===== config.mk =====
export PLATFORM = sky130hd
export DESIGN_NAME = byte_alu_flags
export DESIGN_NICKNAME = d
export VERILOG_FILES = /design/src/rtl/byte_alu_pkg.sv /design/src/rtl/byte_alu_decode.sv /design/src/rtl/byte_alu_datapath.sv /design/src/rtl/byte_alu_sreg.sv /design/src/rtl/byte_alu_flags.sv
export SDC_FILE = /design/constraint.sdc
export NUM_CORES = 1
export LEC_CHECK = 0
export ABC_AREA = 1
export CAP_MARGIN = 20
export CORE_UTILIZATION = 31
export DETAILED_ROUTE_END_ITERATION = 7
export PLACE_DENSITY_LB_ADDON = 0.12
export RECOVER_POWER = 25
export SYNTH_ARGS = -nofsm -noshare
export SYNTH_HDL_FRONTEND = slang
export SYNTH_SLANG_ARGS = --single-unit

===== constraint.sdc =====
create_clock -name clk_i -period 6.08 [get_ports clk_i]
set_clock_uncertainty 0.05 [all_clocks]
set_input_delay 0.912 -clock clk_i [delete_from_list [all_inputs] [get_ports clk_i]]
set_output_delay 0.912 -clock clk_i [all_outputs]
set_load 0.05 [all_outputs]

===== src/rtl/byte_alu_pkg.sv =====
package byte_alu_pkg;
  localparam int unsigned DATA_W  = 8;
  localparam int unsigned IDX_W   = 5;
  localparam int unsigned INSTR_W = 16;
  localparam int unsigned SREG_W  = 8;
  localparam int unsigned OPC_W   = 6;

  localparam logic [OPC_W-1:0] OPC_ADD = 6'b000011;
  localparam logic [OPC_W-1:0] OPC_ADC = 6'b000111;
  localparam logic [OPC_W-1:0] OPC_AND = 6'b001000;

  // status bit positions; a consumer decodes these
  localparam int unsigned FLG_C = 0;
  localparam int unsigned FLG_Z = 1;
  localparam int unsigned FLG_N = 2;
  localparam int unsigned FLG_V = 3;
  localparam int unsigned FLG_S = 4;
  localparam int unsigned FLG_H = 5;

  typedef enum logic [1:0] {
    OP_NONE = 2'd0,
    OP_ADD  = 2'd1,
    OP_ADC  = 2'd2,
    OP_AND  = 2'd3
  } alu_op_e;

  typedef struct packed {
    logic h;
    logic s;
    logic v;
    logic n;
    logic z;
    logic c;
  } alu_flags_t;
endpackage


===== src/rtl/byte_alu_decode.sv =====
module byte_alu_decode
  import byte_alu_pkg::*;
#(
  parameter int unsigned IW = INSTR_W,
  parameter int unsigned XW = IDX_W
) (
  input  logic          valid_i,
  input  logic [IW-1:0] instr_i,
  output alu_op_e       op_o,
  output logic [XW-1:0] dst_idx_o,
  output logic [XW-1:0] src_idx_o
);
  localparam int unsigned LOW_W = XW - 1;
  localparam int unsigned OPC_LSB = IW - OPC_W;

  logic [OPC_W-1:0] opc;
  assign opc = instr_i[IW-1:OPC_LSB];

  // high index bits sit just under the opcode: bit 9 source, bit 8 destination
  assign src_idx_o = {instr_i[OPC_LSB-1], instr_i[LOW_W-1:0]};
  assign dst_idx_o = {instr_i[OPC_LSB-2], instr_i[2*LOW_W-1:LOW_W]};

  always_comb begin
    op_o = OP_NONE;
    if (valid_i) begin
      unique case (opc)
        OPC_ADD: op_o = OP_ADD;
        OPC_ADC: op_o = OP_ADC;
        OPC_AND: op_o = OP_AND;
        default: op_o = OP_NONE;
      endcase
    end
  end
endmodule


===== src/rtl/byte_alu_datapath.sv =====
module byte_alu_datapath
  import byte_alu_pkg::*;
#(
  parameter int unsigned DW = DATA_W
) (
  input  alu_op_e       op_i,
  input  logic [DW-1:0] a_i,
  input  logic [DW-1:0] b_i,
  input  logic          c_prev_i,
  input  logic          h_prev_i,
  output logic [DW-1:0] res_o,
  output alu_flags_t    flags_o
);
  localparam int unsigned MSB = DW - 1;
  localparam int unsigned HB  = DW / 2 - 1;

  logic          cin;
  logic [DW:0]   sum;
  logic [DW-1:0] r;
  logic          h_add, c_add, v_add;

  assign cin = (op_i == OP_ADC) ? c_prev_i : 1'b0;
  assign sum = {1'b0, a_i} + {1'b0, b_i} + {{DW{1'b0}}, cin};
  assign r   = (op_i == OP_AND) ? (a_i & b_i) : sum[DW-1:0];

  // carries and overflow recovered from operand and result bits
  assign h_add = (a_i[HB] & b_i[HB]) | (b_i[HB] & ~r[HB]) | (~r[HB] & a_i[HB]);
  assign c_add = (a_i[MSB] & b_i[MSB]) | (b_i[MSB] & ~r[MSB]) | (~r[MSB] & a_i[MSB]);
  assign v_add = (a_i[MSB] & b_i[MSB] & ~r[MSB]) | (~a_i[MSB] & ~b_i[MSB] & r[MSB]);

  always_comb begin
    res_o     = r;
    flags_o.n = r[MSB];
    flags_o.z = ~|r;
    if (op_i == OP_AND) begin
      flags_o.h = h_prev_i;
      flags_o.c = c_prev_i;
      flags_o.v = 1'b0;
    end else begin
      flags_o.h = h_add;
      flags_o.c = c_add;
      flags_o.v = v_add;
    end
    flags_o.s = flags_o.n ^ flags_o.v;
  end
endmodule


===== src/rtl/byte_alu_sreg.sv =====
module byte_alu_sreg
  import byte_alu_pkg::*;
#(
  parameter int unsigned SW = SREG_W
) (
  input  logic          clk_i,
  input  logic          rst_ni,
  input  logic          upd_i,
  input  alu_flags_t    flags_i,
  output logic [SW-1:0] sreg_o
);
  logic [SW-1:0] sreg_q, sreg_d;

  always_comb begin
    sreg_d = sreg_q;
    if (upd_i) begin
      sreg_d[FLG_C] = flags_i.c;
      sreg_d[FLG_Z] = flags_i.z;
      sreg_d[FLG_N] = flags_i.n;
      sreg_d[FLG_V] = flags_i.v;
      sreg_d[FLG_S] = flags_i.s;
      sreg_d[FLG_H] = flags_i.h;
    end
  end

  always_ff @(posedge clk_i or negedge rst_ni) begin
    if (!rst_ni) sreg_q <= '0;
    else         sreg_q <= sreg_d;
  end

  assign sreg_o = sreg_q;
endmodule


===== src/rtl/byte_alu_flags.sv =====
module byte_alu_flags
  import byte_alu_pkg::*;
#(
  parameter int unsigned DW = DATA_W,
  parameter int unsigned XW = IDX_W,
  parameter int unsigned IW = INSTR_W,
  parameter int unsigned SW = SREG_W
) (
  input  logic          clk_i,
  input  logic          rst_ni,
  input  logic          valid_i,
  input  logic [IW-1:0] instr_i,
  input  logic [DW-1:0] rd_data_i,
  input  logic [DW-1:0] rr_data_i,
  output logic [XW-1:0] rd_idx_o,
  output logic [XW-1:0] rr_idx_o,
  output logic [DW-1:0] result_o,
  output logic [XW-1:0] dst_idx_o,
  output logic          wr_en_o,
  output logic [SW-1:0] sreg_o
);
  alu_op_e       op;
  logic [DW-1:0] res;
  alu_flags_t    flags;
  logic          exec;
  logic [DW-1:0] result_q;
  logic [XW-1:0] dst_q;
  logic          wr_q;

  byte_alu_decode #(.IW(IW), .XW(XW)) u_dec (
    .valid_i   (valid_i),
    .instr_i   (instr_i),
    .op_o      (op),
    .dst_idx_o (rd_idx_o),
    .src_idx_o (rr_idx_o)
  );

  byte_alu_datapath #(.DW(DW)) u_dp (
    .op_i     (op),
    .a_i      (rd_data_i),
    .b_i      (rr_data_i),
    .c_prev_i (sreg_o[FLG_C]),
    .h_prev_i (sreg_o[FLG_H]),
    .res_o    (res),
    .flags_o  (flags)
  );

  assign exec = (op != OP_NONE);

  byte_alu_sreg #(.SW(SW)) u_sreg (
    .clk_i   (clk_i),
    .rst_ni  (rst_ni),
    .upd_i   (exec),
    .flags_i (flags),
    .sreg_o  (sreg_o)
  );

  always_ff @(posedge clk_i or negedge rst_ni) begin
    if (!rst_ni) begin
      result_q <= '0;
      dst_q    <= '0;
      wr_q     <= 1'b0;
    end else begin
      wr_q <= exec;
      if (exec) begin
        result_q <= res;
        dst_q    <= rd_idx_o;
      end
    end
  end

  assign result_o  = result_q;
  assign dst_idx_o = dst_q;
  assign wr_en_o   = wr_q;
endmodule


==> Word level (Yosys, flattened, before mapping) <==
Cells that the tools add are included.
{ "totals": {"wordCells": 42, "register_bits": 20, "output_inout_bits": 32} }
{ "op_classes": {"bitwise_logic": 21, "mux": 5, "reduce_logical": 4, "addsub": 2, "eq_ne": 5} }
{ "op_table": {"columns": ["operator", "count"], "rows": [
  ["1-bit bitwise AND", 9],
  ["8-bit by 1-bit adder with 8-bit output", 1],
  ["8-bit adder", 1],
  ["8-bit bitwise AND", 1],
  ["8-bit two-way mux", 1],
  ["8-bit OR reduction", 1],
  ["6-bit by 2-bit == test with 1-bit output (second input constant)", 1],
  ["6-bit by 3-bit == test with 1-bit output (second input constant)", 1],
  ["6-bit by 4-bit == test with 1-bit output (second input constant)", 1],
  ["2-bit case mux with 3 select lines", 1],
  ["1-bit inverter", 5],
  ["1-bit bitwise OR", 5],
  ["2-bit == test (second input constant)", 2],
  ["1-bit two-way mux", 2],
  ["2-bit two-way mux", 1],
  ["2-bit AND reduction", 1],
  ["2-bit nonzero test", 1],
  ["1-bit logical NOT", 1],
  ["1-bit bitwise XOR", 1]
]} }

==> Longest topological paths before layout <==
{ "depth": {"ltp_word": 12, "depth_mapped": 22, "ltp_nobuf": 22} }

==> Hierarchy <==
Synthesis repeated with hierarchy kept, for this count alone.
{ "hier_totals": {"hier_cells": 236, "hier_area_um2": 1595.3} }
{ "modules_own_cells": {"columns": ["module", "cells_each", "area_per_inst_um2", "seq_area_each_um2", "instances"], "rows": [
  ["byte_alu_datapath", 125, 648.1, 0.0, 1],
  ["byte_alu_flags", 58, 551.8, 350.3, 1],
  ["byte_alu_sreg", 28, 240.2, 150.1, 1],
  ["byte_alu_decode", 25, 155.1, 0.0, 1]
]} }

==> Worst setup path before layout <==
OpenSTA, ideal clock, no wires.
{ "synth_timing": {"path_type": "input-to-reg", "startpoint": "input port instr_i[11]", "endpoint": "register u_sreg.sreg_q[1], in the netlist u_sreg.sreg_o[1]", "path_slack_ns": 2.949, "setup_time_ns": 0.118, "arrival_ns": 2.963, "stages": 18, "cell_sequence": "nor3_1 inv_1 a21oi_1 inv_1 ha_1 nand2_1 inv_1 fa_1 inv_1 fa_1 o21ai_0 a21oi_1 nand3_1 nor2_1 nand2_1 nor2_1 nand3_1 nand2_1"} }
{ "synth_via": {"elab_chain_len": 9} }
{ "synth_lines": {"columns": ["item", "line", "text"], "rows": [
  ["start, declared", "byte_alu_flags.sv:12", "input logic [IW-1:0] instr_i,"],
  ["6-bit by 4-bit == test with 1-bit output (tied with other cells)", "byte_alu_decode.sv:26", "unique case (opc)"],
  ["2-bit case mux with 3 select lines (*)", "byte_alu_decode.sv:26", null],
  ["2-bit two-way mux (*)", "byte_alu_decode.sv:25", "if (valid_i) begin"],
  ["2-bit == test", "byte_alu_datapath.sv:22", "assign cin = (op_i == OP_ADC) ? c_prev_i : 1'b0;"],
  ["1-bit two-way mux", "byte_alu_datapath.sv:22", null],
  ["8-bit by 1-bit adder with 8-bit output", "byte_alu_datapath.sv:23", "assign sum = {1'b0, a_i} + {1'b0, b_i} + {{DW{1'b0}}, cin};"],
  ["8-bit two-way mux", "byte_alu_datapath.sv:24", "assign r = (op_i == OP_AND) ? (a_i & b_i) : sum[DW-1:0];"],
  ["8-bit OR reduction", "byte_alu_datapath.sv:34", "flags_o.z = ~|r;"],
  ["1-bit logical NOT", "byte_alu_datapath.sv:34", null],
  ["end signal, assigned", "byte_alu_sreg.sv:28", "else sreg_q <= sreg_d;"],
  ["end, declared", "byte_alu_sreg.sv:12", "logic [SW-1:0] sreg_q, sreg_d;"]
]} }
Every way passes the cells marked *; elsewhere a longest branch is shown, timed or not.
A chain may end at the register's enable or synchronous reset.

==> Final worst setup path <==
{ "layout_timing": {"startpoint": "input port instr_i[13]", "endpoint": "register u_sreg.sreg_q[1], in the netlist u_sreg.sreg_o[1]"} }
The elaborated chain is that of the path after synthesis.

==> flow_metrics.py <==
metrics = {
    "clocking": {
        "tritoncts": "yes",
        "cts_root_buffer": "clkbuf_8",
        "ctsResizeCount": 0,
        "htree_levels": 1,
        "cts_sinks": 19,
        "numCtsBuffers": 3,
        "insertion_delay_ns": 0.25,
        "cts_setup_buffers": 0,
        "path_clk_slew_ns": 0.08,
        "cts_hold_buf": 0,
        "cts.path.max_buffers": 2,
    },
    "synth": {
        "synthCells": 204,
        "synthesis.area_um2": 1520,
        "synth.area.top_cells": "dfrtp_1 (31%), nand2_1 (13%), ha_1 (9.9%), buf_4 (7.9%), inv_1 (6.7%)",
        "syn_avg_cell_area_um2": 7.45,
        "synth_warnings": 0,
        "synth.distinct_cells": 27,
        "ys_seq_elements": 19,
        "synth_top_area_cell": "dfrtp_1",
        "ys_seq_area_frac": 0.313,
        "netlist.area_leader.share": 0.313,
    },
    "setup_path": {
        "path_buf_inv": 6,
        "cpPeakStageDelay_ns": 0.45,
        "critPathSlowestCell": "clkdlybuf4s50_1",
        "r2r-start": "u_sreg.sreg_o[0]",
        "critical_path_class": "input port to register",
        "r2r_end": "u_sreg.sreg_o[1]",
        "cp-start-kind": "input port",
        "critPathTopFamily": "adder cells",
        "worstPathMaxFanout": 2,
        "critical_path_required_ns": 6.18,
        "cp-startpoint": "instr_i[13]",
        "endpoint_kind": "register",
        "ff2ff_path_depth": 13,
        "crit_top_cell": "inv_1",
        "crit_arrival_ns": 3.61,
        "path_cells": "clkdlybuf4s50_1, inv_1, nor3_1, inv_1, a21oi_1, inv_1, ha_1, nand2_1, inv_1, fa_1, inv_1, fa_1, o21ai_0, a21oi_1, nand3_1, nor2_1, nand2_1, nor2_1, nand3_1, nand2_1",
        "r2r_setup_slack_ns": 3.98,
    },
    "grt": {
        "grt_use_total": 0.132,
        "grt_overflow": 0,
        "grt_pass1_wl_um": 5500,
        "antenna_found_initial": 0,
        "grt_pass1_vias": 1224,
        "grt_max_degree": 22,
    },
    "routing": {
        "drt_iter0_markers": 65,
        "wl_um": 3170,
        "remaining_drc_errors": 0,
        "first_pass_iters": 4,
        "routed_via_density": 4.23,
        "antenna_left": 0,
        "wl_per_cell_um": 10.2,
        "vias": 1317,
    },
    "placement": {
        "portBuffers": 54,
        "place_area_um2": 2020,
        "gp_congestion": 0.794,
        "dpl.hpwl_um": 2570,
    },
    "pwr": {
        "leakagePower_uw": 0.00102,
        "ir_drop_mv": 0.0948,
        "power_per_cell_area_nw_per_um2": 295,
        "p_total_uw": 608,
    },
    "floorplanning": {
        "core_um2": 4720,
        "initial_utilization": 0.322,
        "dieHeight_um": 72,
        "fp-row-count": 25,
        "dieWidth_um": 72,
        "io_pins": 67,
        "dieArea_um2": 5180,
    },
    "final_layout": {
        "final_area_um2": 2060,
        "n_fill_cell": 482,
        "seqCellArea_um2": 475,
        "fin_nets": 294,
        "n_antenna_cell": 0,
        "area_delta_synth_final_pct": 35.7,
        "multi_input_area_um2": 808,
        "drive_above_1_share": 0.0943,
    },
    "run_status": {
        "run_status": "complete, no violations",
    },
    "timing": {
        "finalSetupViolCount": 0,
        "rsz0062_at_grt": "false",
        "hold_viol": 0,
        "fmax_mhz": 285,
        "worstMarginPinSlew_ns": 0.894,
        "maxSlewViolCount": 0,
        "timing.hold.ws_ns": 0.432,
        "setup_tns_ns": 0,
        "slew_headroom": 0.402,
        "period_share": 0.577,
        "min_period_ns": 3.51,
    },
    "worst_hold_path": {
        "hp-class": "register to register",
        "hold-path-cell-count": 2,
        "hold_end": "dst_idx_o[1]",
        "min_from": "dst_idx_o[1]",
    },
    "flow_run": {
        "maxCapViolations": 0,
    },
}
==> flip-flops by register name (all words and copies together) (netlist names) <==
| name | cells |
|---|---|
| u_sreg.sreg_o | 6 |
| result_o | 7 |
| wr_en_o | 1 |
| dst_idx_o | 5 |
==> final cells by class <==
type	instances	area share
Multi-Input combinational cell	139	0.392
Tap cell	67	0.0407
Clock buffer	3	0.0200
Clock inverter	1	0.00243
Timing Repair Buffer	54	0.262
Inverter	28	0.0522
Sequential cell	19	0.231
==> Yosys cell counts <==
cell	n
o21ai_0	8
nand3b_2	1
dfrtp_1	19
a31oi_1	3
inv_4	1
o21ai_1	4
nor3_1	1
a21oi_1	5
nand3_1	11
mux2i_1	1
fa_1	2
inv_1	27
nor2_2	2
clkbuf_1	2
nand4_1	2
nand3_2	5
buf_4	16
nand3b_1	2
nand2_1	52
nand2_2	9
ha_1	12
o22a_1	1
conb_1	1
nor2_1	14
buf_1	1
a21oi_4	1
or2_1	1
==> worst min-delay path: stages (launching register included) <==
cell and delay [ns]:
dfrtp_1 0.35, nand2_1 0.05, nand2_1 0.06
==> how the worst max path moves through the flow <==
stage                             endpoint  slack (ns)  depth (start not counted)
after floorplan           u_sreg.sreg_o[1]        2.95                         18
after global placement    u_sreg.sreg_o[1]        2.36                         20
after detailed placement  u_sreg.sreg_o[1]        2.27                         20
after CTS                 u_sreg.sreg_o[1]        2.55                         20
after global routing      u_sreg.sreg_o[1]        2.21                         22
final                     u_sreg.sreg_o[1]        2.57                         20
==> kinds of logic (layout without fill, tap and decap cells) <==
| group | after synthesis | count (layout) | synth area share |
|---|---|---|---|
| other | 1 | 2 | 0.00247 |
| flip-flops | 19 | 19 | 0.313 |
| buffers and inverters | 47 | 86 | 0.157 |
| adder cells (fa/ha/maj) | 14 | 14 | 0.125 |
| AO/OA/AOI/OAI | 22 | 22 | 0.0848 |
| multiplexers | 1 | 1 | 0.00659 |
| AND/OR/NAND/NOR | 100 | 100 | 0.311 |
==> report_power, final <==
part	leakage (uW)	switching, uW	internal (uW)
clock	0.0000255	43.7	45.5
combinational	0.000758	220	118
sequential	0.000239	19.3	162
total	0.00102	283	325
==> cell usage in the layout (no fill, tap or decap) <==
cell type / count
a21oi_4: 1
nand3b_2: 1
inv_1: 27
mux2i_1: 1
a21oi_1: 5
clkbuf_8: 3
nor3_1: 1
clkdlybuf4s50_1: 53
nor2_2: 2
fa_1: 2
nor2_1: 14
nand2_1: 52
ha_1: 12
inv_4: 1
a31oi_1: 3
or2_1: 1
nand2_2: 9
o21ai_1: 4
o22a_1: 1
conb_1: 2
dlygate4sd3_1: 1
nand3_2: 5
nand3b_1: 2
dfrtp_1: 19
o21ai_0: 8
clkinv_2: 1
nand3_1: 11
nand4_1: 2
==> routing by layer <==
layer	vias up	share of wire	global-route usage
li1	708	-	-
met1	573	0.50	0.184
met2	34	0.46	0.219
met3	2	0.039	0.00972
met4	0	0.0079	0.0414
met5	-	0	0
==> stage by stage <==
| step | utilization | cells | setup WS [ns] |
|---|---|---|---|
| 2_1_floorplan | - | 205 | 2.95 |
| 4_1_cts | 0.437 | 311 | 2.55 |
| 6_report | 0.437 | 311 | 2.57 |
| 5_1_grt | 0.437 | 311 | 2.21 |
| 3_3_place_gp | 0.427 | 307 | 2.36 |
| 3_5_place_dp | 0.427 | 307 | 2.27 |
No activity file was read; power rests on OpenSTA's default activity.
